<file path="config.mk">
export PLATFORM = sky130hd
export DESIGN_NAME = eeprom_guard
export DESIGN_NICKNAME = d
export VERILOG_FILES = /design/src/rtl/eeprom_guard_pkg.sv /design/src/rtl/eeprom_guard_fence.sv /design/src/rtl/eeprom_guard_judge.sv /design/src/rtl/eeprom_guard_state.sv /design/src/rtl/eeprom_guard.sv
export SDC_FILE = /design/constraint.sdc
export NUM_CORES = 1
export LEC_CHECK = 0
export BUFFER_PORTS_ARGS = -buffer_cell sky130_fd_sc_hd__buf_2
export CAP_MARGIN = 20
export CORE_AREA = 2 2 39 41
export DETAILED_ROUTE_END_ITERATION = 7
export DIE_AREA = 0 0 41 43
export PLACE_DENSITY_LB_ADDON = 0.15
export RECOVER_POWER = 50
export SLEW_MARGIN = 20
export SYNTH_ARGS = -nofsm -noshare
export SYNTH_HDL_FRONTEND = slang
export SYNTH_SLANG_ARGS = --single-unit
</file>
<file path="constraint.sdc">
create_clock -name clk -period 1.6 [get_ports clk]
set_clock_uncertainty 0.2 [all_clocks]
set_input_delay 0.24 -clock clk [delete_from_list [all_inputs] [get_ports clk]]
set_output_delay 0.24 -clock clk [all_outputs]
set_load 0.02 [all_outputs]
</file>
<file path="src/rtl/eeprom_guard_pkg.sv">
package eeprom_guard_pkg;

  typedef enum logic [1:0] {
    FENCE_NONE    = 2'b00,
    FENCE_QUARTER = 2'b01,
    FENCE_HALF    = 2'b10,
    FENCE_ALL     = 2'b11
  } fence_e;

  localparam int ST_BUSY_BIT  = 0;
  localparam int ST_LATCH_BIT = 1;
  localparam int ST_FENCE_LO  = 2;
  localparam int ST_FENCE_HI  = 3;
  localparam int ST_LOCK_BIT  = 7;

  function automatic logic [7:0] st_pack(input logic busy_i, input logic latch_i,
                                         input fence_e fence_i, input logic lock_i);
    logic [7:0] b;
    b = 8'h00;
    b[ST_BUSY_BIT]               = busy_i;
    b[ST_LATCH_BIT]              = latch_i;
    b[ST_FENCE_HI:ST_FENCE_LO]   = fence_i;
    b[ST_LOCK_BIT]               = lock_i;
    return b;
  endfunction

endpackage

</file>
<file path="src/rtl/eeprom_guard_fence.sv">
module eeprom_guard_fence
  import eeprom_guard_pkg::*;
#(
  parameter int ADDR_W = 15
) (
  input  fence_e              fence,
  input  logic [ADDR_W-1:0]   addr,
  output logic                hit
);
  localparam int TOP = ADDR_W - 1;

  logic in_quarter;

  generate
    if (ADDR_W >= 2) begin : g_wide
      assign in_quarter = addr[TOP] & addr[TOP-1];
    end else begin : g_narrow
      assign in_quarter = addr[TOP];
    end
  endgenerate

  always_comb begin
    unique case (fence)
      FENCE_NONE:    hit = 1'b0;
      FENCE_QUARTER: hit = in_quarter;
      FENCE_HALF:    hit = addr[TOP];
      default:       hit = 1'b1;
    endcase
  end
endmodule

</file>
<file path="src/rtl/eeprom_guard_judge.sv">
module eeprom_guard_judge (
  input  logic clk,
  input  logic rst_n,
  input  logic ev_st_wr,
  input  logic ev_arr_wr,
  input  logic latch,
  input  logic busy,
  input  logic lock,
  input  logic wprot_n,
  input  logic fence_hit,
  output logic st_wr_grant,
  output logic st_wr_deny,
  output logic arr_wr_grant,
  output logic arr_wr_deny
);
  logic armed_idle;
  logic st_ok;
  logic arr_ok;

  assign armed_idle = latch & ~busy;
  assign st_ok      = armed_idle & ~(lock & ~wprot_n);
  assign arr_ok     = armed_idle & ~fence_hit & ~ev_st_wr;

  assign st_wr_grant  = ev_st_wr  & st_ok;
  assign st_wr_deny   = ev_st_wr  & ~st_ok;
  assign arr_wr_grant = ev_arr_wr & arr_ok;
  assign arr_wr_deny  = ev_arr_wr & ~arr_ok;

  assert_grant_needs_latch_R4: assert property (@(posedge clk) disable iff (!rst_n)
    (st_wr_grant || arr_wr_grant) |-> (latch && !busy));

  assert_lock_pin_blocks_R6: assert property (@(posedge clk) disable iff (!rst_n)
    st_wr_grant |-> !(lock && !wprot_n));

  assert_single_verdict_R11: assert property (@(posedge clk) disable iff (!rst_n)
    $onehot0({st_wr_grant, arr_wr_grant}));

  assert_busy_denies_R9: assert property (@(posedge clk) disable iff (!rst_n)
    (busy && ev_arr_wr) |-> arr_wr_deny);
endmodule

</file>
<file path="src/rtl/eeprom_guard_state.sv">
module eeprom_guard_state
  import eeprom_guard_pkg::*;
(
  input  logic       clk,
  input  logic       rst_n,
  input  logic       ev_arm,
  input  logic       ev_disarm,
  input  logic       req_any,
  input  logic       st_wr_grant,
  input  logic       arr_wr_grant,
  input  logic [7:0] st_wr_data,
  input  logic       cycle_done,
  output logic       busy,
  output logic       latch,
  output fence_e     fence,
  output logic       lock
);
  always_ff @(posedge clk or negedge rst_n) begin
    if (!rst_n) begin
      busy  <= 1'b0;
      latch <= 1'b0;
      fence <= FENCE_NONE;
      lock  <= 1'b0;
    end else if (busy) begin
      if (cycle_done) begin
        busy  <= 1'b0;
        latch <= 1'b0;
      end
    end else if (st_wr_grant) begin
      busy  <= 1'b1;
      fence <= fence_e'(st_wr_data[ST_FENCE_HI:ST_FENCE_LO]);
      lock  <= st_wr_data[ST_LOCK_BIT];
    end else if (arr_wr_grant) begin
      busy <= 1'b1;
    end else if (!req_any) begin
      if (ev_disarm)   latch <= 1'b0;
      else if (ev_arm) latch <= 1'b1;
    end
  end

  assert_done_clears_R7: assert property (@(posedge clk) disable iff (!rst_n)
    (busy && cycle_done) |=> (!busy && !latch));

  assert_busy_holds_R7: assert property (@(posedge clk) disable iff (!rst_n)
    (busy && !cycle_done) |=> busy);

  assert_busy_freezes_R9: assert property (@(posedge clk) disable iff (!rst_n)
    busy |=> ($stable(fence) && $stable(lock)));

  assert_arm_sets_R2: assert property (@(posedge clk) disable iff (!rst_n)
    (!busy && ev_arm && !ev_disarm && !req_any) |=> latch);

  assert_idle_done_R10: assert property (@(posedge clk) disable iff (!rst_n)
    (!busy && cycle_done && !req_any && !ev_arm && !ev_disarm) |=> ($stable(latch) && !busy));
endmodule

</file>
<file path="src/rtl/eeprom_guard.sv">
module eeprom_guard
  import eeprom_guard_pkg::*;
#(
  parameter int ADDR_W = 15
) (
  input  logic              clk,
  input  logic              rst_n,
  input  logic              ev_arm,
  input  logic              ev_disarm,
  input  logic              ev_st_wr,
  input  logic [7:0]        st_wr_data,
  input  logic              ev_arr_wr,
  input  logic [ADDR_W-1:0] arr_wr_addr,
  input  logic              cycle_done,
  input  logic              wprot_n,
  output logic [7:0]        status_byte,
  output logic              busy,
  output logic              st_wr_grant,
  output logic              st_wr_deny,
  output logic              arr_wr_grant,
  output logic              arr_wr_deny
);
  logic   latch;
  logic   lock;
  fence_e fence;
  logic   fence_hit;
  logic   unused_data_bits;

  assign unused_data_bits = ^{st_wr_data[6:4], st_wr_data[1:0]};

  eeprom_guard_fence #(.ADDR_W(ADDR_W)) fence_i (
    .fence (fence),
    .addr  (arr_wr_addr),
    .hit   (fence_hit)
  );

  eeprom_guard_judge judge_i (
    .clk          (clk),
    .rst_n        (rst_n),
    .ev_st_wr     (ev_st_wr),
    .ev_arr_wr    (ev_arr_wr),
    .latch        (latch),
    .busy         (busy),
    .lock         (lock),
    .wprot_n      (wprot_n),
    .fence_hit    (fence_hit),
    .st_wr_grant  (st_wr_grant),
    .st_wr_deny   (st_wr_deny),
    .arr_wr_grant (arr_wr_grant),
    .arr_wr_deny  (arr_wr_deny)
  );

  eeprom_guard_state state_i (
    .clk          (clk),
    .rst_n        (rst_n),
    .ev_arm       (ev_arm),
    .ev_disarm    (ev_disarm),
    .req_any      (ev_st_wr | ev_arr_wr),
    .st_wr_grant  (st_wr_grant),
    .arr_wr_grant (arr_wr_grant),
    .st_wr_data   (st_wr_data),
    .cycle_done   (cycle_done),
    .busy         (busy),
    .latch        (latch),
    .fence        (fence),
    .lock         (lock)
  );

  assign status_byte = st_pack(busy, latch, fence, lock);

  assert_grant_starts_R7: assert property (@(posedge clk) disable iff (!rst_n)
    (st_wr_grant || arr_wr_grant) |=> busy);

  assert_deny_no_cycle_R8: assert property (@(posedge clk) disable iff (!rst_n)
    (!busy && (st_wr_deny || arr_wr_deny) && !st_wr_grant && !arr_wr_grant) |=> !busy);

  assert_fenced_denied_R5: assert property (@(posedge clk) disable iff (!rst_n)
    (ev_arr_wr && fence == FENCE_ALL) |-> arr_wr_deny);

  assert_spare_bits_zero_R3: assert property (@(posedge clk) disable iff (!rst_n)
    status_byte[6:4] == 3'b000);
endmodule

</file>
==> impl_metrics.py <==
metrics = {
    "timing": {
        "setup_viol": 7,
        "fmax_ghz": 0.503,
        "fin_crit_sh": 1.24,
        "finalMaxSlewViolations": 0,
        "hold_ws_ns": -0.00532,
        "setup-tns-final_ns": -1.18,
        "grt_setup_unrepaired": "yes",
        "worst_slack_ns": -0.390,
        "layout_min_cycle_time_ns": 1.99,
        "hold_viol_final": 1,
    },
    "yosys": {
        "synth_area_leaders": "dfrtp_1 (40%), buf_4 (14%), mux2_1 (11%)",
        "synth-simple-area-share": 0.143,
        "synth_xor_xnor_area_share": 0,
        "synthAdderAreaFrac": 0,
        "yosysTopAreaCellShare": 0.397,
        "ys_seq_area_frac": 0.397,
        "yosys_warnings": 0,
        "ys_ff_latch": 5,
        "synthCells": 30,
        "synth_cell_types": 18,
        "syn_area_um2": 315,
        "synth_top_family_by_area": "compound AO/OA/AOI/OAI gates",
        "syn_avg_cell_area_um2": 10.5,
        "synth-compound-area-share": 0.171,
        "synthMuxAreaShare": 0.107,
        "yosysTopAreaCell": "dfrtp_1",
    },
    "run": {
        "drv_cap": 0,
    },
    "power_and_ir_drop": {
        "power_switching_mw": 0.447,
        "p_per_area_mw_per_mm2": 1860,
        "vdd_drop_max_mv": 0.661,
        "p_sw_frac": 0.384,
        "clkPwrFrac": 0.132,
        "p_seq_frac": 0.216,
        "p_comb_frac": 0.653,
        "static-leakage-power_nw": 0.319,
        "p_int_mw": 0.719,
    },
    "routing": {
        "routed-wl-met3_um": 69,
        "detail_route.iter0.violations": 5,
        "ant_nets": 0,
        "routed-wl-met2_um": 339,
        "vias": 320,
        "wirelength_um": 799,
        "wl_per_cell_um": 10.1,
        "drt_pre_antenna_iters": 3,
        "top_layer": "met4",
        "drc": 0,
        "drt-met1-wl_um": 367,
        "viasPerCell": 4.05,
    },
    "worst_setup_path": {
        "crit_chain": "or3b_4 -> a221oi_4 -> and2_4 -> buf_6",
        "end_kind": "output port",
        "r2r_cells": 6,
        "crit_arrival_ns": 1.55,
        "reg2reg_from": "state_i.busy$_DFF_PN0_",
        "r2r_setup_slack_ns": -0.09,
        "crit_family": "simple AND/OR/NAND/NOR gates",
        "path_buf_inv": 1,
        "slowest_delay_ns": 0.39,
        "critPathSlowestCell": "dfrtp_2",
        "critPathLaunchType": "register",
        "worstSetupPathType": "reg -> out",
        "r2r_end": "state_i.fence[1]$_DFFE_PN0N_",
        "crit_fanout": 3,
        "cp.required_ns": 1.16,
    },
    "place": {
        "dp_hpwl_um": 573,
        "io_buffers": 22,
        "pre_cts_ws_ns": -0.179,
        "routabilityCongestion": 0.659,
    },
    "layout": {
        "layout_common_cells": "buf_2 (16), buf_6 (9), buf_4 (6)",
        "syn_to_final_growth_pct": 98.4,
        "post-route-util": 0.452,
        "final_common_cell": "buf_2",
        "layout-drive-gt1-share": 0.714,
        "nNetsFinal": 95,
        "diodes": 0,
    },
    "die": {
        "die_h_um": 43,
        "ios": 44,
        "start_util": 0.228,
        "fp.dieW_um": 41,
        "core_mm2": 0.00138,
        "row_count": 14,
        "die_area_mm2": 0.00176,
    },
    "min_path": {
        "hold_depth": 2,
        "hold_start": "cycle_done",
        "hold_end": "state_i.latch$_DFFE_PN0P_",
        "min_path_type": "in -> reg",
    },
    "global_route": {
        "grt_pass1_wl_um": 1130,
        "grt_max_degree": 6,
        "antenna_found_initial": 0,
        "grt_pass1_vias": 279,
        "grt-ovfl-total": 0,
        "grt_usage": 0.105,
    },
    "outcome": {
        "status": "complete, but fails checks",
        "violations": "hold timing, setup timing",
    },
    "clock_network": {
        "htreeDepth": 1,
        "clock_path_buffers": 2,
        "clk_pin_slew_ns": 0.05,
        "cts_root_buffer": "clkbuf_4",
        "clock-sinks": 5,
        "cts_tree": "done",
        "clk-insertion-delay-late_ns": 0.25,
        "numCtsBuffers": 3,
    },
}
[state kept, by name (all words and copies together), names as in the netlist]
signal         count
state_i.fence      2
state_i.busy       1
state_i.latch      1
state_i.lock       1
[power groups by stage]
stage               clock (mW)  sequential, mW  combinational [mW]
floorplan                    0           0.301               0.276
global placement             0           0.240               0.489
detailed placement           0           0.242               0.489
CTS                      0.153           0.242               0.657
global route             0.169           0.260               0.809
finish                   0.154           0.251               0.761
[per-stage QoR]
step	hold WS (ns)	cell area (um^2)	total power, mW	instances
floorplan	-0.256	327	0.578	32
global placement	-0.138	452	0.729	69
detailed placement	-0.139	452	0.731	69
CTS	0.00758	577	1.05	79
global route	0.00884	626	1.24	79
finish	-0.00532	626	1.17	79
[layer usage]
layer  up-vias  global-route usage
met5         -                   0
met4         0               0.100
met3         4              0.0471
met2        17               0.116
met1       136               0.140
li1        163                   -
[worst max-delay path by stage]
stage | startpoint | to | slack (ns) | depth (start not counted)
3_5_place_dp | state_i.busy$_DFF_PN0_ | arr_wr_grant | -0.18 | 4
6_report | state_i.busy$_DFF_PN0_ | arr_wr_grant | -0.39 | 4
5_1_grt | state_i.busy$_DFF_PN0_ | arr_wr_grant | -0.44 | 4
4_1_cts | state_i.busy$_DFF_PN0_ | arr_wr_grant | -0.40 | 4
3_3_place_gp | state_i.busy$_DFF_PN0_ | arr_wr_grant | -0.18 | 4
2_1_floorplan | state_i.busy$_DFF_PN0_ | arr_wr_grant | -0.11 | 3
[synth_stat cells]
master / count
or3b_1: 1
a21oi_1: 1
conb_1: 1
and3_1: 1
buf_2: 1
nor2b_1: 2
a21boi_0: 1
a221o_1: 1
nand2b_1: 1
buf_4: 6
dfrtp_1: 5
nor3_1: 1
a221oi_2: 1
a221oi_1: 1
inv_1: 1
a21o_1: 1
mux2_1: 3
and2_1: 1
[what timing repair did]
item,in CTS,in global routing
setup buffers,4,2
setup endpoints to repair,7,11
endpoints found under the hold margin,6,0
pin swaps,2,2
gates resized for setup,15,12
hold buffers,2,0
[layout make-up]
type                    count  area, um^2
flip-flops and latches      5         126
clock buffers               4        26.3
well taps                  16        20.0
fillers                   141         758
multi-input cells          19         199
inverters                   1        3.75
repair buffers             34         250
[cell families (layout without fill, tap and decap cells)]
group	count (synthesis)	in the layout
buf+inv	8	39
simple gates	7	7
compound gates	6	6
flops	5	5
mux	3	3
other cells	1	3
(Power assumes the default switching activity.)
